==> config.mk <==
export PLATFORM = sky130hd
export DESIGN_NAME = bitslice_alu
export DESIGN_NICKNAME = d
export VERILOG_FILES = /design/src/rtl/bitslice_alu_pkg.sv /design/src/rtl/alu_ctrl_dec.sv /design/src/rtl/alu_slice.sv /design/src/rtl/alu_msb_fix.sv /design/src/rtl/bitslice_alu.sv
export SDC_FILE = /design/constraint.sdc
export NUM_CORES = 1
export LEC_CHECK = 0
export ABC_AREA = 1
export BUFFER_PORTS_ARGS = -buffer_cell sky130_fd_sc_hd__buf_2
export CORE_AREA = 8 8 68 70
export DETAILED_ROUTE_END_ITERATION = 12
export DIE_AREA = 0 0 76 78
export GPL_ROUTABILITY_DRIVEN = 0
export GPL_TIMING_DRIVEN = 0
export PLACE_DENSITY_LB_ADDON = 0.08
export SLEW_MARGIN = 25
export SYNTH_ARGS = -nofsm -noshare
export SYNTH_HDL_FRONTEND = slang
export SYNTH_SLANG_ARGS = --single-unit
==> constraint.sdc <==
create_clock -name vclk -period 6.3
set_input_delay 0.945 -clock vclk [all_inputs]
set_output_delay 0.945 -clock vclk [all_outputs]
set_load 0.01 [all_outputs]
==> src/rtl/bitslice_alu_pkg.sv <==
package bitslice_alu_pkg;

  localparam int OP_W = 3;

  typedef enum logic [OP_W-1:0] {
    OP_AND  = 3'd0,
    OP_OR   = 3'd1,
    OP_NAND = 3'd2,
    OP_NOR  = 3'd3,
    OP_ADD  = 3'd4,
    OP_SUB  = 3'd5,
    OP_SLT  = 3'd6
  } alu_op_e;

  // Per-slice output select
  typedef enum logic [1:0] {
    SEL_AND  = 2'b00,
    SEL_OR   = 2'b01,
    SEL_SUM  = 2'b10,
    SEL_LESS = 2'b11
  } slice_sel_e;

  typedef struct packed {
    logic       inv_a;
    logic       inv_b;
    logic       carry0;
    slice_sel_e sel;
    logic       ovf_en;
  } slice_ctrl_t;

endpackage

==> src/rtl/alu_ctrl_dec.sv <==
module alu_ctrl_dec
  import bitslice_alu_pkg::*;
(
  input  logic [OP_W-1:0] op_i,
  output slice_ctrl_t     ctrl_o
);

  always_comb begin
    ctrl_o = '{inv_a: 1'b0, inv_b: 1'b0, carry0: 1'b0, sel: SEL_AND, ovf_en: 1'b0};
    unique case (op_i)
      OP_AND:  ctrl_o.sel = SEL_AND;
      OP_OR:   ctrl_o.sel = SEL_OR;
      OP_NAND: begin
        ctrl_o.inv_a = 1'b1;
        ctrl_o.inv_b = 1'b1;
        ctrl_o.sel   = SEL_OR;
      end
      OP_NOR: begin
        ctrl_o.inv_a = 1'b1;
        ctrl_o.inv_b = 1'b1;
        ctrl_o.sel   = SEL_AND;
      end
      OP_ADD: begin
        ctrl_o.sel    = SEL_SUM;
        ctrl_o.ovf_en = 1'b1;
      end
      OP_SUB: begin
        ctrl_o.inv_b  = 1'b1;
        ctrl_o.carry0 = 1'b1;
        ctrl_o.sel    = SEL_SUM;
        ctrl_o.ovf_en = 1'b1;
      end
      OP_SLT: begin
        ctrl_o.inv_b  = 1'b1;
        ctrl_o.carry0 = 1'b1;
        ctrl_o.sel    = SEL_LESS;
      end
      default: ctrl_o.sel = SEL_AND;  // op 7 unused
    endcase
  end

endmodule

==> src/rtl/alu_slice.sv <==
module alu_slice
  import bitslice_alu_pkg::*;
(
  input  logic       a_i,
  input  logic       b_i,
  input  logic       less_i,
  input  logic       inv_a_i,
  input  logic       inv_b_i,
  input  logic       carry_i,
  input  slice_sel_e sel_i,
  output logic       res_o,
  output logic       carry_o,
  output logic       sign_o
);

  logic a_x, b_x, sum;

  assign a_x     = a_i ^ inv_a_i;
  assign b_x     = b_i ^ inv_b_i;
  assign sum     = a_x ^ b_x ^ carry_i;
  assign carry_o = (a_x & b_x) | (a_x & carry_i) | (b_x & carry_i);
  assign sign_o  = sum;

  always_comb begin
    unique case (sel_i)
      SEL_AND:  res_o = a_x & b_x;
      SEL_OR:   res_o = a_x | b_x;
      SEL_SUM:  res_o = sum;
      SEL_LESS: res_o = less_i;
      default:  res_o = 1'b0;
    endcase
  end

endmodule

==> src/rtl/alu_msb_fix.sv <==
module alu_msb_fix (
  input  logic carry_in_msb_i,
  input  logic carry_out_msb_i,
  input  logic sign_msb_i,
  output logic ovf_o,
  output logic set_less_o
);

  assign ovf_o      = carry_in_msb_i ^ carry_out_msb_i;
  // raw sign is wrong exactly when the subtraction overflowed
  assign set_less_o = sign_msb_i ^ ovf_o;

endmodule

==> src/rtl/bitslice_alu.sv <==
module bitslice_alu
  import bitslice_alu_pkg::*;
#(
  parameter int WIDTH = 8
) (
  input  logic [WIDTH-1:0] a_i,
  input  logic [WIDTH-1:0] b_i,
  input  logic [OP_W-1:0]  op_i,
  output logic [WIDTH-1:0] result_o,
  output logic             overflow_o
);

  localparam int MSB = WIDTH - 1;

  slice_ctrl_t ctrl;
  logic        ovf_raw;
  logic        set_less;
  logic        sign_msb;
  logic        carry_in_msb;
  logic        carry_out_msb;

  alu_ctrl_dec u_dec (
    .op_i   (op_i),
    .ctrl_o (ctrl)
  );

  for (genvar i = 0; i < WIDTH; i++) begin : g_slice
    logic cin, cout, res, less;

    if (i == 0) begin : g_lsb
      assign cin  = ctrl.carry0;
      assign less = set_less;
    end else begin : g_up
      assign cin  = g_slice[i-1].cout;
      assign less = 1'b0;
    end

    if (i == MSB) begin : g_top
      alu_slice u_slice (
        .a_i     (a_i[i]),
        .b_i     (b_i[i]),
        .less_i  (less),
        .inv_a_i (ctrl.inv_a),
        .inv_b_i (ctrl.inv_b),
        .carry_i (cin),
        .sel_i   (ctrl.sel),
        .res_o   (res),
        .carry_o (cout),
        .sign_o  (sign_msb)
      );
      assign carry_in_msb  = cin;
      assign carry_out_msb = cout;
    end else begin : g_low
      logic sign_unused;
      alu_slice u_slice (
        .a_i     (a_i[i]),
        .b_i     (b_i[i]),
        .less_i  (less),
        .inv_a_i (ctrl.inv_a),
        .inv_b_i (ctrl.inv_b),
        .carry_i (cin),
        .sel_i   (ctrl.sel),
        .res_o   (res),
        .carry_o (cout),
        .sign_o  (sign_unused)
      );
    end

    assign result_o[i] = res;
  end

  alu_msb_fix u_fix (
    .carry_in_msb_i  (carry_in_msb),
    .carry_out_msb_i (carry_out_msb),
    .sign_msb_i      (sign_msb),
    .ovf_o           (ovf_raw),
    .set_less_o      (set_less)
  );

  assign overflow_o = ctrl.ovf_en & ovf_raw;

endmodule

==> summary.md, run 1 <==
| Metric | Value |
|---|---|
| Num rows | `22` |
| Internal | `between 60 and 70 uW` |
| Core ar. | `0.00355 mm2` |
| Post-route DRC violation count | `0` |
| Sequential cell area fraction in the yosys report | `0%` |
| Vias in the first global route | `1,132` |
| Final antenna-violating net count | `0` |
| RSZ-0062 raised after global routing | `false` |
| Top cells by count, synth | `38 x nand2_1, 33 x nand3_1, 30 x inv_1` |
| Fmax | `around 160 MHz` |
| First-pass GRT wire length | `5160 um` |
| Total chip power | `142 uW` |
| Largest net degree at the start of global routing | `11` |
| Flip-flop and latch count | `0` |
| Synthesized instance count | `~170` |
| Drt pass-1 iters | `4` |
| Hold wc startpoint | `op_i[2]` |
| Critical path required time | `5.35 ns` |
| Final Cycle Share | `a little over nine tenths` |
| Synthesized area per cell | `around 6.5 um2` |
| Post-Syn Nets | `around 220` |
| Post-synth top area cell | `ha_1` |
| Post-DP HPWL | `2360 um` |
| Fin Setup TNS | `0 ns` |
| Clock power share | `0%` |
| Synth cell types | `18` |
| Hold Crit Endpoint | `overflow_o` |
| Synth top area share | `a little under a fifth` |
| Area after DPL | `between 0.001 and 0.0015 mm2` |
| WL/cell | `11.8 um` |
| Crit Path Category | `input port to output pin` |
| GRT Total Usage | `between 10 and 15%` |
| Setup violators final | `0` |
| Status | `finished clean` |
| Final WL | `between 2000 and 3000 um` |
| Crit path time final | `~6.1 ns` |
| Initial Util | `between 30% and 40%` |
| Mapped Area | `between 0.001 and 0.0015 mm2` |
| Hold Path Stages | `4` |
| Ys Warns | `0` |
| Antenna diodes | `0` |
| Initial antenna violation count | `0` |
| Critical path endpoint category | `output pin` |
| Final Max Tran Viols | `0` |
| Leakage | `just over 0.8 nW` |
| Most common cell in the synthesized netlist | `nand2_1` |
| Fill count | `approximately 410` |
| Sw Pwr | `about 76 uW` |
| Maxcap violations | `0` |
| Sequential share of power | `0%` |
| Maximum vdd drop | `around 0.030 mV` |
| Worst-Margin Slew | `between 0.3 and 0.4 ns` |
| Port Buffers | `28` |
| Vias | `~1,100` |
| Switch share | `between 50 and 60%` |
| # nets final | `between 200 and 300` |
| Synth-to-Final Area Change | `26.0%` |
| CP startpoint kind | `input port` |
| CP Data Arrival Time | `5.12 ns` |
| Full die area | `0.00593 mm2` |
| Power Dens Cells | `around 100 mW/mm2` |
| Die Y | `just under 80 um` |
| Register area | `0 um2` |
| Gate power share | `100.0%` |
| Rel. slew slack | `between 70 and 80%` |
| Hold Path Class | `input port to output pin` |
| Fin. Hold Viols | `0` |
| Die X | `about 76 um` |
| Remaining global-route overflow | `0` |
| Vias per Instance | `around 4.4` |
| Share of layout cells above drive strength 1 | `29.4%` |
| Hold Buf Count CTS | `0` |
| First-iteration detailed-routing DRC count | `25` |
| Post-route cell area | `about 0.0014 mm2` |
| Crit Path Max Fanout | `10` |
| Num ports | `28` |
| Top cells by area, synth | `ha_1 18%, fa_1 16%, nand3_1 15%, nand2_1 13%, inv_1 10%` |
| Clock buffer cells | `0` |
[per-layer routing]
layer	up-vias	global-route usage (%)	routed length, um
li1	588	-	-
met1	507	12.2	1410
met2	18	19.9	1500
met3	0	0.691	74
met4	0	0	0
met5	-	0	0
[power groups by stage]
stage / Clock (mW) / Sequential (mW) / Combinational (mW)
6_report: 0 / 0 / 0.142
5_1_grt: 0 / 0 / 0.165
4_1_cts: 0 / 0 / 0.139
3_5_place_dp: 0 / 0 / 0.136
3_3_place_gp: 0 / 0 / 0.131
2_1_floorplan: 0 / 0 / 0.0966
[through the flow]
step | hold WS (ns) | setup WS, ns | utilization [%] | instances
floorplan | 2.12 | 0.564 | - | 171
global route | 2.59 | 0.0381 | 39.3 | 252
finish | 2.53 | 0.232 | 39.3 | 252
global placement | 2.49 | -0.126 | 36.8 | 247
CTS | 2.51 | 0.0702 | 37.7 | 247
detailed placement | 2.49 | -0.139 | 36.8 | 247
[kinds of logic (layout without fill, tap and decap cells)]
kind of cell,after synthesis,count (layout),share of synthesized area [%]
xor gates and xnor gates,9,9,7.12
adders and majority gates,25,25,34.3
buffers and inverters,44,77,18.4
and+or+nand+nor,93,93,40.1
[repair_timing]
action	4_1_cts	5_1_grt
pin swaps	0	3
resized for setup	8	5
endpoints found under the setup margin	2	2
setup buffers	0	5
[final cells by class]
type	instances	area (um2)	area share (%)
Inverter	31	119	8.52
Multi-Input combinational cell	127	942	67.5
Buffer	13	96.3	6.91
Timing Repair Buffer	33	178	12.7
Tap cell	48	60.1	4.30
[how the worst max path moves through the flow]
stage,start,end,slack [ns],depth (start not counted)
finish,op_i[1],result_o[7],0.23,19
CTS,op_i[2],result_o[7],0.07,19
global placement,op_i[1],result_o[7],-0.13,19
detailed placement,op_i[1],result_o[7],-0.14,19
global route,op_i[2],result_o[7],0.04,19
floorplan,op_i[1],result_o[7],0.56,17
[critical path, cell delays in order]
cell and delay, ns:
buf_2 0.17, inv_1 0.10, nand2_4 0.09, nand3_4 0.10, clkbuf_4 0.22, inv_1 0.09
fa_1 0.19, fa_1 0.17, inv_1 0.05, fa_1 0.37, fa_1 0.41, fa_1 0.41
fa_2 0.39, fa_2 0.41, fa_1 0.43, or2_2 0.30, nand3_1 0.08, buf_4 0.10
buf_2 0.11
[cell usage in the layout (no fill, tap or decap), types with 4 or more instances in the layout]
master	netlist	final
nand2_1	38	38
nand3_1	33	33
inv_1	30	30
buf_2	1	30
ha_1	16	16
buf_4	10	14
nand4_1	8	8
xor2_1	7	7
fa_1	9	7
or2_2	6	6
nor2_1	4	4
(Power assumes the default switching activity.)
==> run 2, diff against run 1 <==
CORE_AREA = 8 8 56 58   (was 8 8 68 70)
DIE_AREA = 0 0 64 66   (was 0 0 76 78)
PLACE_DENSITY = 0.82   (was unset)
PLACE_DENSITY_LB_ADDON = unset   (was 0.08)
SYNTH_HIERARCHICAL = 1   (was unset)
==> summary.md, run 2 <==
| Metric | Value |
|---|---|
| Maximum vdd drop | `0.0896 mV (was 0.0299 mV)` |
| Critical path endpoint category | `output pin (unchanged)` |
| Drt pass-1 iters | `4 (unchanged)` |
| Mapped Area | `0.00115 mm2 (was 0.00111 mm2)` |
| Failing checks | `setup timing` |
| Final WL | `2230 um (was 2990 um)` |
| Crit Path Category | `input port to output pin (unchanged)` |
| Num ports | `28 (unchanged)` |
| Full die area | `0.00422 mm2 (was 0.00593 mm2)` |
| Clock buffer cells | `0 (unchanged)` |
| Ys Warns | `6 (was 0)` |
| CP Data Arrival Time | `5.78 ns (was 5.12 ns)` |
| Clock power share | `0% (about the same)` |
| Cells after DPL | `261 (was 247)` |
| Final Max Tran Viols | `0 (unchanged)` |
| GRT Total Usage | `9.68% (was 10.1%)` |
| Area after DPL | `0.00146 mm2 (was 0.00131 mm2)` |
| Final WS setup | `-0.426 ns (was 0.232 ns)` |
| Final Cycle Share | `107% (was 96.3%)` |
| Maxcap violations | `0 (unchanged)` |
| Critical path required time | `5.35 ns (about the same)` |
| Vias in the first global route | `973 (was 1,132)` |
| Hold Path Class | `input port to output pin (unchanged)` |
| Gate power share | `100.0% (about the same)` |
| Flip-flop and latch count | `0 (unchanged)` |
| Die Y | `66 um (was 78 um)` |
| Register area | `0 um2 (unchanged)` |
| WL/cell | `8.30 um (was 11.8 um)` |
| Rel. slew slack | `41.7% (was 76.3%)` |
| RSZ-0062 raised after global routing | `true (was false)` |
| Sw Pwr | `110 uW (was 76.0 uW)` |
| Synth-to-Final Area Change | `37.7% (was 26.0%)` |
| Vias | `1,085 (was 1,113)` |
| Critical Path Max Stage Delay | `0.54 ns (was 0.43 ns)` |
| Vias per Instance | `4.03 (was 4.42)` |
| Synthesized area per cell | `5.86 um2 (was 6.48 um2)` |
| Total chip power | `205 uW (was 142 uW)` |
| Sequential share of power | `0% (about the same)` |
| Fmax | `149 MHz (was 165 MHz)` |
| Initial Util | `49.7% (was 31.2%)` |
| Setup violators final | `2 (was 0)` |
| Antenna diodes | `0 (unchanged)` |
| Most common cell after layout, fill and taps aside | `inv_1 (was nand2_1)` |
| Cell mode on critical path | `inv_2 (was fa_1)` |
| Final antenna-violating net count | `0 (unchanged)` |
| Area of the multi-input gates | `948 um2 (was 942 um2)` |
| Synthesized instance count | `197 (was 171)` |
| Worst-Margin Slew | `0.874 ns (was 0.355 ns)` |
| Core ar. | `0.00232 mm2 (was 0.00355 mm2)` |
| Power Dens Cells | `129 mW/mm2 (was 102 mW/mm2)` |
| Share of layout cells above drive strength 1 | `35.1% (was 29.4%)` |
| # nets final | `284 (was 250)` |
| Leakage | `0.967 nW (was 0.822 nW)` |
| Fin cells | `269 (was 252)` |
| Num rows | `18 (was 22)` |
| CP startpoint kind | `input port (unchanged)` |
| Die X | `64 um (was 76 um)` |
| Crit path time final | `6.73 ns (was 6.07 ns)` |
| First-iteration detailed-routing DRC count | `16 (was 25)` |
| First-pass GRT wire length | `3550 um (was 5160 um)` |
| Port Buffers | `28 (unchanged)` |
| Fin. Hold Viols | `0 (unchanged)` |
| Crit Path Max Fanout | `4 (was 10)` |
| Post-route cell area | `0.00159 mm2 (was 0.00140 mm2)` |
| Post-route DRC violation count | `0 (unchanged)` |
| Leading cell types in the layout, fill and taps excluded | `51 x inv_1, 49 x nand2_1, 23 x buf_2, 20 x inv_2, 17 x nand3_1 (was 38 x nand2_1, 33 x nand3_1, 30 x inv_1, 30 x buf_2, 16 x ha_1)` |
| Initial antenna violation count | `0 (unchanged)` |
| Internal | `94.3 uW (was 66.2 uW)` |
| Fill count | `201 (was 413)` |
| Status | `finished, violations left (was finished clean)` |
| Post-DP HPWL | `1750 um (was 2360 um)` |
| Remaining global-route overflow | `0 (unchanged)` |
| CP max-delay cell | `fa_2 (was fa_1)` |
| Largest net degree at the start of global routing | `25 (was 11)` |
| Finished Core Util | `68.5% (was 39.3%)` |
| Switch share | `54.0% (was 53.5%)` |
| DP Worst Slack | `-0.669 ns (was -0.139 ns)` |
-- run 2: power by group through the flow --
stage / sequential (mW) / clock, mW / combinational (mW)
3_3_place_gp: 0 / 0 / 0.178
4_1_cts: 0 / 0 / 0.194
3_5_place_dp: 0 / 0 / 0.183
5_1_grt: 0 / 0 / 0.236
6_report: 0 / 0 / 0.205
2_1_floorplan: 0 / 0 / 0.143
-- run 2: per-stage QoR --
step | setup TNS (ns) | hold WS (ns)
floorplan | -0.0869 | 2.01
global placement | -1.24 | 2.35
detailed placement | -1.39 | 2.37
CTS | -0.483 | 2.27
global route | -0.977 | 2.29
finish | -0.448 | 2.27
-- run 2: layout make-up --
cell class / instances / share of cell area [%]
timing repair buffer: 37 / 15.4
inverter: 73 / 19.1
buffer: 7 / 3.54
tap: 30 / 2.36
multi-input combinational: 122 / 59.7
-- run 2: final timing paths --
kind / from / to / slack [ns] / depth (start not counted)
worst max-delay path: op_i[2] / result_o[0] / -0.43 / 37
worst min-delay path: op_i[1] / overflow_o / 2.27 / 5
-- run 2: critical path: cells and delay by family --
kind,cells,cell delay (ns)
AND/OR/NAND/NOR,6,0.47
buffers and inverters,22,1.27
adder cells (fa/ha/maj),8,2.95
XOR/XNOR,1,0.15
-- run 2: timing repair --
action,in CTS,in global routing
pin swaps,8,8
endpoints found under the setup margin,3,3
gates resized for setup,10,9
endpoints found under the hold margin,0,0
setup buffers,6,3
hold buffers,0,0
-- run 2: routing by layer --
metal / wire length (um) / share of wire, % / track usage [%]
met5: 0 / 0 / 0
met4: 0 / 0 / 0
met3: 46 / 2.1 / 0.678
met2: 1300 / 58 / 22.2
met1: 887 / 40 / 9.26
==> run 3, diff against run 2 <==
ABC_AREA = unset   (was 1)
CORE_AREA = 8 8 53 55   (was 8 8 56 58)
DIE_AREA = 0 0 61 63   (was 0 0 64 66)
PLACE_DENSITY = 0.83   (was 0.82)
==> summary.md, run 3 <==
| Metric | Value |
|---|---|
| Register area | `0 um2 (unchanged)` |
| CP startpoint kind | `input port (unchanged)` |
| GRT Total Usage | `12.2% (was 9.68%)` |
| Post-route cell area | `0.00142 mm2 (was 0.00159 mm2)` |
| Top cells by count, synth | `48 x inv_1, 16 x ha_1, 9 x xnor2_1, 9 x xor2_1` |
| Switch share | `45.2% (was 54.0%)` |
| Worst-Margin Slew | `0.736 ns (was 0.874 ns)` |
| Hold Buf Count CTS | `0 (unchanged)` |
| Power Dens Cells | `160 mW/mm2 (was 129 mW/mm2)` |
| Clock buffer cells | `0 (unchanged)` |
| Initial antenna violation count | `0 (unchanged)` |
| Final hold slack | `2.30 ns (was 2.27 ns)` |
| Hold wc startpoint | `op_i[1] (unchanged)` |
| Vias in the first global route | `909 (was 973)` |
| Top cells by area, synth | `ha_1 20%, inv_1 18%, mux4_2 18%, fa_1 16%, xnor2_1 7.7%` |
| Final Cycle Share | `111% (was 107%)` |
| Ys Warns | `6 (unchanged)` |
| Setup violators final | `3 (was 2)` |
| Hold Crit Endpoint | `overflow_o (unchanged)` |
| Crit Path Max Fanout | `4 (unchanged)` |
| Mapped Area | `0.00102 mm2 (was 0.00115 mm2)` |
| Num rows | `17 (was 18)` |
| Sw Pwr | `103 uW (was 110 uW)` |
| First-pass GRT wire length | `3840 um (was 3550 um)` |
| Synth top area share | `roughly a fifth` |
| GRT met1 Usage | `12.8% (was 9.26%)` |
| Die X | `61 um (was 64 um)` |
| Synth Area in XOR/XNOR | `between 10% and 20%` |
| Critical path required time | `5.35 ns (about the same)` |
| Share of layout cells above drive strength 1 | `51.6% (was 35.1%)` |
| Hold Path Stages | `4 (was 5)` |
| Most common cell after layout, fill and taps aside | `inv_1 (unchanged)` |
| Final Max Tran Viols | `0 (unchanged)` |
| Leakage | `0.785 nW (was 0.967 nW)` |
| Synthesized area per cell | `8.73 um2 (was 5.86 um2)` |
| Finished Core Util | `69.0% (was 68.5%)` |
| Gate power share | `100.0% (about the same)` |
| Drt pass-1 iters | `4 (unchanged)` |
| Largest family of logic cells by synthesized area | `adder cells` |
| Largest net degree at the start of global routing | `9 (was 25)` |
| Area after DPL | `0.00128 mm2 (was 0.00146 mm2)` |
| RSZ-0062 raised after global routing | `true (unchanged)` |
| CP Buf/Inv Count | `19 (was 22)` |
| Crit Path Category | `input port to output pin (unchanged)` |
| WL/cell | `11.6 um (was 8.30 um)` |
| Num ports | `28 (unchanged)` |
| CP Data Arrival Time | `6.04 ns (was 5.78 ns)` |
| Fin Setup TNS | `-1.14 ns (was -0.448 ns)` |
| Synth Area in Compound Gates | `under 10%` |
| Full die area | `0.00384 mm2 (was 0.00422 mm2)` |
| Rel. slew slack | `50.6% (was 41.7%)` |
| Failing checks | `setup timing (unchanged)` |
| Clock power share | `0% (about the same)` |
| Antenna diodes | `0 (unchanged)` |
| Synthesized instance count | `117 (was 197)` |
| Met2 GRT Util | `23.9% (was 22.2%)` |
| Cell mode on critical path | `inv_2 (unchanged)` |
| Post-DP HPWL | `1610 um (was 1750 um)` |
| Hold Path Class | `input port to output pin (unchanged)` |
| Delay-heaviest family, CP | `adder cells (unchanged)` |
| Sequential share of power | `0% (about the same)` |
| Fmax | `143 MHz (was 149 MHz)` |
| Fin. Hold Viols | `0 (unchanged)` |
| GR peak layer | `met2 (unchanged)` |
| Internal | `125 uW (was 94.3 uW)` |
| Synth-to-Final Area Change | `39.3% (was 37.7%)` |
| Crit path time final | `6.98 ns (was 6.73 ns)` |
| Critical path endpoint category | `output pin (unchanged)` |
| Core ar. | `0.00206 mm2 (was 0.00232 mm2)` |
| Maximum vdd drop | `0.105 mV (was 0.0896 mV)` |
| Sequential cell area fraction in the yosys report | `0%` |
| Initial Util | `49.5% (was 49.7%)` |
| Final antenna-violating net count | `0 (unchanged)` |
| Vias per Instance | `4.26 (was 4.03)` |
| CP max-delay cell | `mux4_2 (was fa_2)` |
| Most common cell in the synthesized netlist | `inv_1` |
| Vias | `797 (was 1,085)` |
| Post-synth top area cell | `ha_1` |
| Die Y | `63 um (was 66 um)` |
| Synth Area in Simple Gates | `3.43%` |
| # nets final | `204 (was 284)` |
| Critical Path Max Stage Delay | `0.49 ns (was 0.54 ns)` |
| Final WS setup | `-0.681 ns (was -0.426 ns)` |
| Leading cell types in the layout, fill and taps excluded | `31 x inv_1, 22 x buf_2, 17 x inv_2, 16 x ha_1, 13 x buf_4 (was 51 x inv_1, 49 x nand2_1, 23 x buf_2, 20 x inv_2, 17 x nand3_1)` |
| Port Buffers | `28 (unchanged)` |
| Maxcap violations | `0 (unchanged)` |
| Synth cell types | `15` |
| Post-synthesis mux area share | `17.6%` |
| GR Util met3 | `1.65% (was 0.678%)` |
| First-iteration detailed-routing DRC count | `9 (was 16)` |
| Remaining global-route overflow | `0 (unchanged)` |
| Post-route DRC violation count | `0 (unchanged)` |
| Synth Area in Adders | `35.3%` |
| Final WL | `2160 um (was 2230 um)` |
| Flip-flop and latch count | `0 (unchanged)` |
| Status | `finished, violations left (unchanged)` |
-- run 3: cell types whose count changed in the layout (fill, tap and decap cells not counted), moves of 2 or more --
cell,before,now
mux4_2,0,8
buf_4,16,13
inv_2,20,17
nand2b_1,0,2
nand2_1,49,0
nand3_2,3,0
nand3_1,17,0
inv_1,51,31
buf_6,4,6
-- run 3: metal layers --
metal / share of wire, % / up-vias
met5: 0 / -
met4: 0 / 0
met3: 3.7 / 0
met2: 61 / 17
met1: 35 / 377
li1: - / 403
-- run 3: cell type report --
cell class                 count  area (um2)
multi-input combinational     67         877
fill                         165         641
timing repair buffer          38         282
inverter                      48         180
buffer                         6        48.8
tap                           28        35.0
-- run 3: cell families (layout without fill, tap and decap cells) --
kind of cell | count (synthesis) | in the layout
adders and majority gates | 24 | 24
other | 1 | 7
AOI/OAI and AO/OA | 3 | 3
and+or+nand+nor | 6 | 6
xor gates and xnor gates | 19 | 19
buffers and inverters | 56 | 92
muxes | 8 | 8
-- run 3: repair_timing --
item,in CTS,in global routing
gates cloned,0,0
pin swaps,5,2
resized for setup,24,2
endpoints found under the hold margin,0,0
setup buffers,11,2
setup endpoints to repair,5,4
-- run 3: worst max-delay path by stage --
stage                   to     from  slack, ns  cells after the start
5_1_grt        result_o[0]  op_i[0]      -0.86                     32
3_3_place_gp   result_o[0]  op_i[2]      -1.19                     32
6_report       result_o[0]  op_i[0]      -0.68                     32
2_1_floorplan  result_o[0]  op_i[0]      -0.61                     30
3_5_place_dp   result_o[0]  op_i[2]      -1.31                     32
4_1_cts        result_o[0]  op_i[0]      -0.65                     32
-- run 3: power by group through the flow --
stage / Combinational, mW / Clock, mW / Sequential (mW)
global placement: 0.185 / 0 / 0
detailed placement: 0.196 / 0 / 0
floorplan: 0.150 / 0 / 0
global route: 0.251 / 0 / 0
finish: 0.227 / 0 / 0
CTS: 0.223 / 0 / 0
-- run 3: through the flow --
step | cells | power (mW) | setup slack [ns]
6_report | 187 | 0.227 | -0.681
5_1_grt | 187 | 0.251 | -0.862
4_1_cts | 187 | 0.223 | -0.648
3_5_place_dp | 179 | 0.196 | -1.31
3_3_place_gp | 179 | 0.185 | -1.19
2_1_floorplan | 123 | 0.150 | -0.606
-- run 3: worst min-delay path: stages --
cell,delay (ns)
buf_6,0.11
nor2b_1,0.04
and2_1,0.12
buf_2,0.13
